`src/rtl/cct_pkg.sv`:
```
`timescale 1ns/1ps
package cct_pkg;

  typedef enum logic [1:0] {
    CK_EXT   = 2'd0,
    CK_ACLK  = 2'd1,
    CK_SMCLK = 2'd2,
    CK_AUX   = 2'd3
  } clk_src_e;

  typedef enum logic [1:0] {
    EDGE_NONE = 2'd0,
    EDGE_RISE = 2'd1,
    EDGE_FALL = 2'd2,
    EDGE_BOTH = 2'd3
  } cap_edge_e;

  typedef enum logic [1:0] {
    IN_A    = 2'd0,
    IN_B    = 2'd1,
    IN_LOW  = 2'd2,
    IN_HIGH = 2'd3
  } cap_in_e;

  // packed: insel in [4:3], edge mode in [2:1], capture mode in [0]
  typedef struct packed {
    cap_in_e   insel;
    cap_edge_e edge_m;
    logic      cap_mode;
  } ch_ctrl_t;

  localparam int CH_CTRL_W = $bits(ch_ctrl_t);

endpackage

```
`src/rtl/cct_clk_sel.sv`:
```
`timescale 1ns/1ps
module cct_clk_sel
  import cct_pkg::*;
(
  input  logic       clk_i,
  input  logic       rst_ni,
  input  logic [3:0] src_i,
  input  clk_src_e   sel_i,
  output logic       tick_o
);

  logic src_sel;
  logic prev_q;
  logic prev_d;

  always_comb begin
    src_sel = src_i[sel_i];
    prev_d  = src_sel;
    tick_o  = src_sel & ~prev_q;
  end

  always_ff @(posedge clk_i or negedge rst_ni) begin
    if (!rst_ni) prev_q <= 1'b0;
    else         prev_q <= prev_d;
  end

endmodule

```
`src/rtl/cct_counter.sv`:
```
`timescale 1ns/1ps
module cct_counter #(
  parameter int W = 16
) (
  input  logic         clk_i,
  input  logic         rst_ni,
  input  logic         tick_i,
  input  logic         run_i,
  input  logic         clr_i,
  input  logic [W-1:0] limit_i,
  output logic [W-1:0] cnt_o,
  output logic [W-1:0] cnt_nxt_o,
  output logic         adv_o,
  output logic         wrap_o
);

  localparam logic [W-1:0] ONE = W'(1);

  logic [W-1:0] cnt_q;
  logic [W-1:0] cnt_d;
  logic         cnt_en;

  always_comb begin
    cnt_d  = cnt_q;
    adv_o  = 1'b0;
    wrap_o = 1'b0;
    cnt_en = 1'b0;
    if (clr_i) begin
      cnt_d  = '0;
      cnt_en = 1'b1;
    end else if (run_i && tick_i) begin
      adv_o  = 1'b1;
      cnt_en = 1'b1;
      if (cnt_q == limit_i) begin
        cnt_d  = '0;
        wrap_o = 1'b1;
      end else begin
        cnt_d = cnt_q + ONE;
      end
    end
  end

  always_ff @(posedge clk_i or negedge rst_ni) begin
    if (!rst_ni)     cnt_q <= '0;
    else if (cnt_en) cnt_q <= cnt_d;
  end

  assign cnt_o     = cnt_q;
  assign cnt_nxt_o = cnt_d;

endmodule

```
`src/rtl/cct_channel.sv`:
```
`timescale 1ns/1ps
module cct_channel
  import cct_pkg::*;
#(
  parameter int W = 16
) (
  input  logic         clk_i,
  input  logic         rst_ni,
  input  ch_ctrl_t     ctrl_i,
  input  logic [W-1:0] cnt_i,
  input  logic [W-1:0] cnt_nxt_i,
  input  logic         adv_i,
  input  logic         wrap_i,
  input  logic         cap_a_i,
  input  logic         cap_b_i,
  input  logic         wr_val_i,
  input  logic [W-1:0] wr_data_i,
  input  logic         flag_clr_i,
  input  logic         cov_clr_i,
  output logic [W-1:0] val_o,
  output logic         flag_o,
  output logic         cov_o,
  output logic         pwm_o
);

  logic [W-1:0] val_q, val_d;
  logic         flag_q, flag_d;
  logic         cov_q, cov_d;
  logic         pwm_q, pwm_d;
  logic         sig_q;
  logic         sig;
  logic         edge_hit;
  logic         cap_ev;
  logic         cmp_ev;

  always_comb begin
    unique case (ctrl_i.insel)
      IN_A:    sig = cap_a_i;
      IN_B:    sig = cap_b_i;
      IN_LOW:  sig = 1'b0;
      default: sig = 1'b1;
    endcase
  end

  always_comb begin
    edge_hit = (ctrl_i.edge_m[0] &  sig & ~sig_q) |
               (ctrl_i.edge_m[1] & ~sig &  sig_q);
    cap_ev   = ctrl_i.cap_mode & edge_hit;
    cmp_ev   = ~ctrl_i.cap_mode & adv_i & (cnt_nxt_i == val_q);
  end

  always_comb begin
    val_d  = val_q;
    flag_d = flag_q;
    cov_d  = cov_q;
    pwm_d  = pwm_q;

    if (cap_ev)        val_d = cnt_i;
    else if (wr_val_i) val_d = wr_data_i;

    if (cap_ev || cmp_ev) flag_d = 1'b1;
    else if (flag_clr_i)  flag_d = 1'b0;

    if (cap_ev && flag_q) cov_d = 1'b1;
    else if (cov_clr_i)   cov_d = 1'b0;

    if (!ctrl_i.cap_mode) begin
      if (cmp_ev)      pwm_d = 1'b0;
      else if (wrap_i) pwm_d = 1'b1;
    end
  end

  always_ff @(posedge clk_i or negedge rst_ni) begin
    if (!rst_ni) begin
      val_q  <= '0;
      flag_q <= 1'b0;
      cov_q  <= 1'b0;
      pwm_q  <= 1'b0;
      sig_q  <= 1'b0;
    end else begin
      val_q  <= val_d;
      flag_q <= flag_d;
      cov_q  <= cov_d;
      pwm_q  <= pwm_d;
      sig_q  <= sig;
    end
  end

  assign val_o  = val_q;
  assign flag_o = flag_q;
  assign cov_o  = cov_q;
  assign pwm_o  = pwm_q;

endmodule

```
`src/rtl/cct_top.sv`:
```
`timescale 1ns/1ps
module cct_top
  import cct_pkg::*;
#(
  parameter int CNT_W  = 16,
  parameter int N_CH   = 3,
  parameter int ADDR_W = $clog2(2 + 2 * N_CH)
) (
  input  logic                  clk_i,
  input  logic                  rst_ni,
  input  logic                  tclk_ext_i,
  input  logic                  aclk_i,
  input  logic                  smclk_i,
  input  logic                  aux_clk_i,
  input  logic [N_CH-1:0]       cap_a_i,
  input  logic [N_CH-1:0]       cap_b_i,
  input  logic                  wr_en_i,
  input  logic [ADDR_W-1:0]     wr_addr_i,
  input  logic [CNT_W-1:0]      wr_data_i,
  output logic [CNT_W-1:0]      cnt_o,
  output logic [N_CH*CNT_W-1:0] ch_val_o,
  output logic [N_CH-2:0]       pwm_o,
  output logic                  ovf_flag_o,
  output logic [N_CH-1:0]       ch_flag_o,
  output logic [N_CH-1:0]       cap_ovf_o
);

  localparam int A_CTRL  = 0;
  localparam int A_FCLR  = 1;
  localparam int A_VAL0  = 2;
  localparam int A_CCTL0 = A_VAL0 + N_CH;
  localparam int B_RUN   = 0;
  localparam int B_SEL   = 1;
  localparam int B_CLR   = 3;
  localparam int B_FCH   = 1;
  localparam int B_FCOV  = 1 + N_CH;

  // reset: asynchronous assertion, synchronous release
  logic [1:0] rst_sync_q;
  logic       rst_n;

  always_ff @(posedge clk_i or negedge rst_ni) begin
    if (!rst_ni) rst_sync_q <= 2'b00;
    else         rst_sync_q <= {rst_sync_q[0], 1'b1};
  end
  assign rst_n = rst_sync_q[1];

  // control register
  logic     run_q, run_d;
  clk_src_e sel_q, sel_d;
  logic     ctrl_we;
  logic     fclr_we;
  logic     cnt_clr;

  always_comb begin
    ctrl_we = wr_en_i && (wr_addr_i == ADDR_W'(A_CTRL));
    fclr_we = wr_en_i && (wr_addr_i == ADDR_W'(A_FCLR));
    cnt_clr = ctrl_we && wr_data_i[B_CLR];
    run_d   = ctrl_we ? wr_data_i[B_RUN] : run_q;
    sel_d   = ctrl_we ? clk_src_e'(wr_data_i[B_SEL +: 2]) : sel_q;
  end

  always_ff @(posedge clk_i or negedge rst_n) begin
    if (!rst_n) begin
      run_q <= 1'b0;
      sel_q <= CK_EXT;
    end else begin
      run_q <= run_d;
      sel_q <= sel_d;
    end
  end

  // timing source and counter
  logic             tick;
  logic [CNT_W-1:0] cnt, cnt_nxt;
  logic             adv, wrap;
  logic [CNT_W-1:0] ch_val [N_CH];

  cct_clk_sel u_clk_sel (
    .clk_i  (clk_i),
    .rst_ni (rst_n),
    .src_i  ({aux_clk_i, smclk_i, aclk_i, tclk_ext_i}),
    .sel_i  (sel_q),
    .tick_o (tick)
  );

  cct_counter #(.W(CNT_W)) u_counter (
    .clk_i     (clk_i),
    .rst_ni    (rst_n),
    .tick_i    (tick),
    .run_i     (run_q),
    .clr_i     (cnt_clr),
    .limit_i   (ch_val[0]),
    .cnt_o     (cnt),
    .cnt_nxt_o (cnt_nxt),
    .adv_o     (adv),
    .wrap_o    (wrap)
  );

  // overflow flag
  logic ovf_q, ovf_d;

  always_comb begin
    ovf_d = ovf_q;
    if (wrap)                         ovf_d = 1'b1;
    else if (fclr_we && wr_data_i[0]) ovf_d = 1'b0;
  end

  always_ff @(posedge clk_i or negedge rst_n) begin
    if (!rst_n) ovf_q <= 1'b0;
    else        ovf_q <= ovf_d;
  end

  // channels
  logic [N_CH-1:0] pwm_all;

  for (genvar i = 0; i < N_CH; i++) begin : g_ch
    ch_ctrl_t cctl_q;
    ch_ctrl_t cctl_d;
    logic     cctl_we;
    logic     val_we;

    always_comb begin
      cctl_we = wr_en_i && (wr_addr_i == ADDR_W'(A_CCTL0 + i));
      val_we  = wr_en_i && (wr_addr_i == ADDR_W'(A_VAL0 + i));
      cctl_d  = cctl_we ? ch_ctrl_t'(wr_data_i[CH_CTRL_W-1:0]) : cctl_q;
    end

    always_ff @(posedge clk_i or negedge rst_n) begin
      if (!rst_n) cctl_q <= '0;
      else        cctl_q <= cctl_d;
    end

    cct_channel #(.W(CNT_W)) u_ch (
      .clk_i      (clk_i),
      .rst_ni     (rst_n),
      .ctrl_i     (cctl_q),
      .cnt_i      (cnt),
      .cnt_nxt_i  (cnt_nxt),
      .adv_i      (adv),
      .wrap_i     (wrap),
      .cap_a_i    (cap_a_i[i]),
      .cap_b_i    (cap_b_i[i]),
      .wr_val_i   (val_we),
      .wr_data_i  (wr_data_i),
      .flag_clr_i (fclr_we && wr_data_i[B_FCH + i]),
      .cov_clr_i  (fclr_we && wr_data_i[B_FCOV + i]),
      .val_o      (ch_val[i]),
      .flag_o     (ch_flag_o[i]),
      .cov_o      (cap_ovf_o[i]),
      .pwm_o      (pwm_all[i])
    );

    assign ch_val_o[i*CNT_W +: CNT_W] = ch_val[i];
  end

  assign pwm_o      = pwm_all[N_CH-1:1];
  assign cnt_o      = cnt;
  assign ovf_flag_o = ovf_q;

endmodule

```
`config.mk`:
```
export PLATFORM = sky130hd
export DESIGN_NAME = cct_top
export DESIGN_NICKNAME = d
export VERILOG_FILES = /design/src/rtl/cct_pkg.sv /design/src/rtl/cct_clk_sel.sv /design/src/rtl/cct_counter.sv /design/src/rtl/cct_channel.sv /design/src/rtl/cct_top.sv
export SDC_FILE = /design/constraint.sdc
export NUM_CORES = 1
export LEC_CHECK = 0
export ABC_AREA = 1
export BUFFER_PORTS_ARGS = -buffer_cell sky130_fd_sc_hd__buf_2
export CORE_AREA = 2 2 142 144
export CTS_BUF_LIST = sky130_fd_sc_hd__clkbuf_4 sky130_fd_sc_hd__clkbuf_8
export CTS_CLUSTER_SIZE = 16
export DETAILED_ROUTE_END_ITERATION = 6
export DIE_AREA = 0 0 144 146
export PLACE_DENSITY_LB_ADDON = 0.3
export SETUP_SLACK_MARGIN = 0.2
export SLEW_MARGIN = 10
export SYNTH_ARGS = -nofsm -noshare
export SYNTH_HDL_FRONTEND = slang
export SYNTH_SLANG_ARGS = --single-unit
```
`constraint.sdc`:
```
create_clock -name clk_i -period 3.2 [get_ports clk_i]
set_input_delay 0.48 -clock clk_i [delete_from_list [all_inputs] [get_ports clk_i]]
set_output_delay 0.48 -clock clk_i [all_outputs]
set_load 0.02 [all_outputs]
```
==> impl_metrics.sql <==
INSERT INTO impl_metrics (metric_group, metric, value, unit) VALUES
('floorplan', 'die_width', '144', 'um'),
('synthesis', 'synth-async-reset-ratio', '100', '%'),
('routing', 'm1WireLength', '9330', 'um'),
('routing', 'num_vias', '5707', ''),
('sta', 'setup_repair_after_global_routing_missed_its_margin', 'false', ''),
('placement', 'placed_cell_area', '0.00655', 'mm2'),
('routing', 'drt_iter0_drc', '425', ''),
('finish', 'finish.utilization', '35.0', '%'),
('floorplan', 'die_area', '0.0210', 'mm2'),
('floorplan', 'dieHeight', '146', 'um'),
('sta', 'report.final.hold_viol_count', '0', ''),
('synthesis', 'mapped_cell_area', '0.00572', 'mm2'),
('synthesis', 'ys.flop_type', 'dfrtp_1', ''),
('floorplan', 'initial_utilization', '29.6', '%'),
('synthesis', 'synth_commonest_cells', 'nand2_1, nand3_1, dfrtp_1', ''),
('power_and_ir_drop', 'p_leak', '3.38', 'nW'),
('sta', 'timing.final.setup_violations', '0', ''),
('finish', 'final_cell_area', '0.00677', 'mm2'),
('clock_tree', 'tritoncts', 'done', ''),
('routing', 'post_drt_via_cell_ratio', '5.05', ''),
('routing', 'wirelength', '20900', 'um'),
('power_and_ir_drop', 'fin_total_pwr', '4.56', 'mW'),
('placement', 'port_buf_inserts', '104', ''),
('placement', 'place.detailed.instances', '1112', ''),
('routing', 'detail-route-antenna-nets', '0', ''),
('placement', 'detailedPlace.worstSlack', '0.627', 'ns'),
('global_route', 'grt_start_max_net_pins', '65', ''),
('global_route', 'grt_pass1_vias', '5487', ''),
('floorplan', 'core_area', '0.0193', 'mm2'),
('clock_tree', 'cts_buffers', '9', ''),
('global_route', 'first_pass_grt_wire_length', '32100', 'um'),
('synthesis', 'synth-edff-count', '0', ''),
('synthesis', 'syn_area_per_cell', '7.59', 'um2'),
('global_route', 'grt.overflow.total', '0', ''),
('clock_tree', 'ctsLongestPathBuffers', '2', ''),
('routing', 'drcViolationCount', '0', ''),
('finish', 'n_fill_cell', '2102', ''),
('job', 'drv.max_cap_violation_count', '0', ''),
('routing', 'met2WireLength', '9400', 'um'),
('sta', 'worst_pin_slew', '0.590', 'ns'),
('global_route', 'grtUsageTotal', '20.4', '%'),
('worst_setup_path', 'cp-start-kind', 'flip-flop', ''),
('worst_setup_path', 'required', '3.49', 'ns'),
('routing', 'post_drt_wl_per_cell', '18.5', 'um'),
('global_route', 'grt_antenna_before_repair', '0', ''),
('synthesis', 'post_synth_num_cell_types', '32', ''),
('finish', 'antennaDiodeCount', '0', ''),
('power_and_ir_drop', 'worst_ir_drop_vdd', '0.000291', 'V'),
('power_and_ir_drop', 'power_density', '673', 'mW/mm2'),
('worst_setup_path', 'critical_path.endpoint_type', 'flip-flop', ''),
('synthesis', 'netlist_top_cells_area', 'dfrtp_1, nand2_1, nand3_1, o221ai_1, inv_1', ''),
('finish', 'drive_gt1_share', '20.5', '%'),
('clock_tree', 'cts.sinks', '97', ''),
('outcome', 'outcome', 'complete, no violations', ''),
('clock_tree', 'cts_max_level', '3', ''),
('sta', 'worst_slack', '0.561', 'ns'),
('placement', 'place_congestion', '0.931', ''),
('synthesis', 'yosys.area.top_type_share', '42.5', '%'),
('placement', 'hpwlAfterDp', '15900', 'um'),
('synthesis', 'postSynthRegisterBits', '97', ''),
('sta', 'sum_of_negative_setup_slack', '0', 'ns'),
('synthesis', 'synth_nets', '786', ''),
('synthesis', 'yosysSeqAreaShare', '42.5', '%'),
('clock_tree', 'latest_clock_arrival_within_the_worst_skew_pair', '0.40', 'ns'),
('finish', 'instances_no_fill', '1129', ''),
('worst_setup_path', 'cp.arrival', '2.93', 'ns'),
('synthesis', 'synth_cells', '753', ''),
('synthesis', 'yosys.cell_count.top_type', 'nand2_1', ''),
('sta', 'min_period_over_period', '82.5', '%'),
('routing', 'first_pass_iters', '5', ''),
('sta', 'fmaxAchievable', '0.379', 'GHz');
==> final timing paths <==
path                                                  from                                  to  cells after the start
max                        u_counter.cnt_o[13]$_DFFE_PN0P_      g_ch[1].u_ch.pwm_o$_DFFE_PN0P_                     15
max in group asynchronous          rst_sync_q[1]$_DFF_PN0_   g_ch[1].u_ch.val_o[6]$_DFFE_PN0P_                      1
max reg2reg                u_counter.cnt_o[13]$_DFFE_PN0P_      g_ch[1].u_ch.pwm_o$_DFFE_PN0P_                     15
min                                rst_sync_q[1]$_DFF_PN0_   g_ch[0].u_ch.val_o[6]$_DFFE_PN0P_                      0
min in group clk_i                           wr_data_i[15]  g_ch[0].u_ch.val_o[15]$_DFFE_PN0P_                      3
min reg2reg                        rst_sync_q[1]$_DFF_PN0_   g_ch[0].u_ch.val_o[6]$_DFFE_PN0P_                      0
==> area by class of cell <==
type / instances / area [um2] / area share, %
Clock buffer: 9 / 124 / 1.83
Clock inverter: 7 / 81.3 / 1.20
Inverter: 102 / 383 / 5.66
Multi-Input combinational cell: 528 / 2750 / 40.7
Sequential cell: 97 / 2430 / 35.9
Tap cell: 265 / 332 / 4.90
Timing Repair Buffer: 121 / 663 / 9.80
==> critical path: stages (launching register included) <==
cell and delay [ns]:
dfrtp_1 0.49, inv_1 0.18, nand2_1 0.09, nand2_1 0.08
nor2_1 0.12, nand2_1 0.09, nor2_2 0.20, nand2_4 0.26
nand3_2 0.21, nand2_4 0.08, nand2_1 0.17, nand3_1 0.15
nor2_1 0.11, nand3_1 0.12, nor2_1 0.13, nor2_1 0.04
==> routing by layer <==
layer	vias up	GRT usage (%)
li1	2730	-
met1	2715	28.1
met2	220	31.4
met3	42	3.82
met4	0	8.04
met5	-	0
==> sequential cells by signal (all words and copies together), names as in the netlist <==
register / flops
g_ch.u_ch.cov_o: 3
u_clk_sel.prev_q: 1
g_ch.u_ch.sig_q: 3
u_counter.cnt_o: 16
run_q: 1
g_ch.u_ch.flag_o: 3
ovf_flag_o: 1
g_ch.u_ch.val_o: 48
g_ch.u_ch.pwm_o: 2
rst_sync_q: 2
g_ch.cctl_q: 15
sel_q: 2
==> power by group <==
part / switching (mW) / internal [mW] / total, mW
clock network: 0.535 / 0.314 / 0.849
registers: 0.296 / 1.50 / 1.80
logic: 1.30 / 0.609 / 1.91
==> logic make-up after synthesis <==
| family | after synthesis | synth area share, % |
|---|---|---|
| compound gates | 113 | 13.3 |
| other cells | 1 | 0.0656 |
| fa+ha+maj | 1 | 0.219 |
| flops | 97 | 42.5 |
| buf+inv | 128 | 9.41 |
| simple gates | 401 | 32.7 |
| xor+xnor | 12 | 1.84 |
==> cell usage in the layout, fill, tap and decap left out, types with 9 or more instances in the layout <==
master	instances
buf_4	15
o221ai_1	48
inv_1	91
o21ai_1	9
inv_2	11
clkbuf_8	9
dfrtp_1	96
nand3_1	109
nand2_1	199
nor2_1	57
buf_2	104
a21oi_1	17
xor2_1	12
o21ai_0	35
Note: power is estimated with default switching activity, not from simulation.
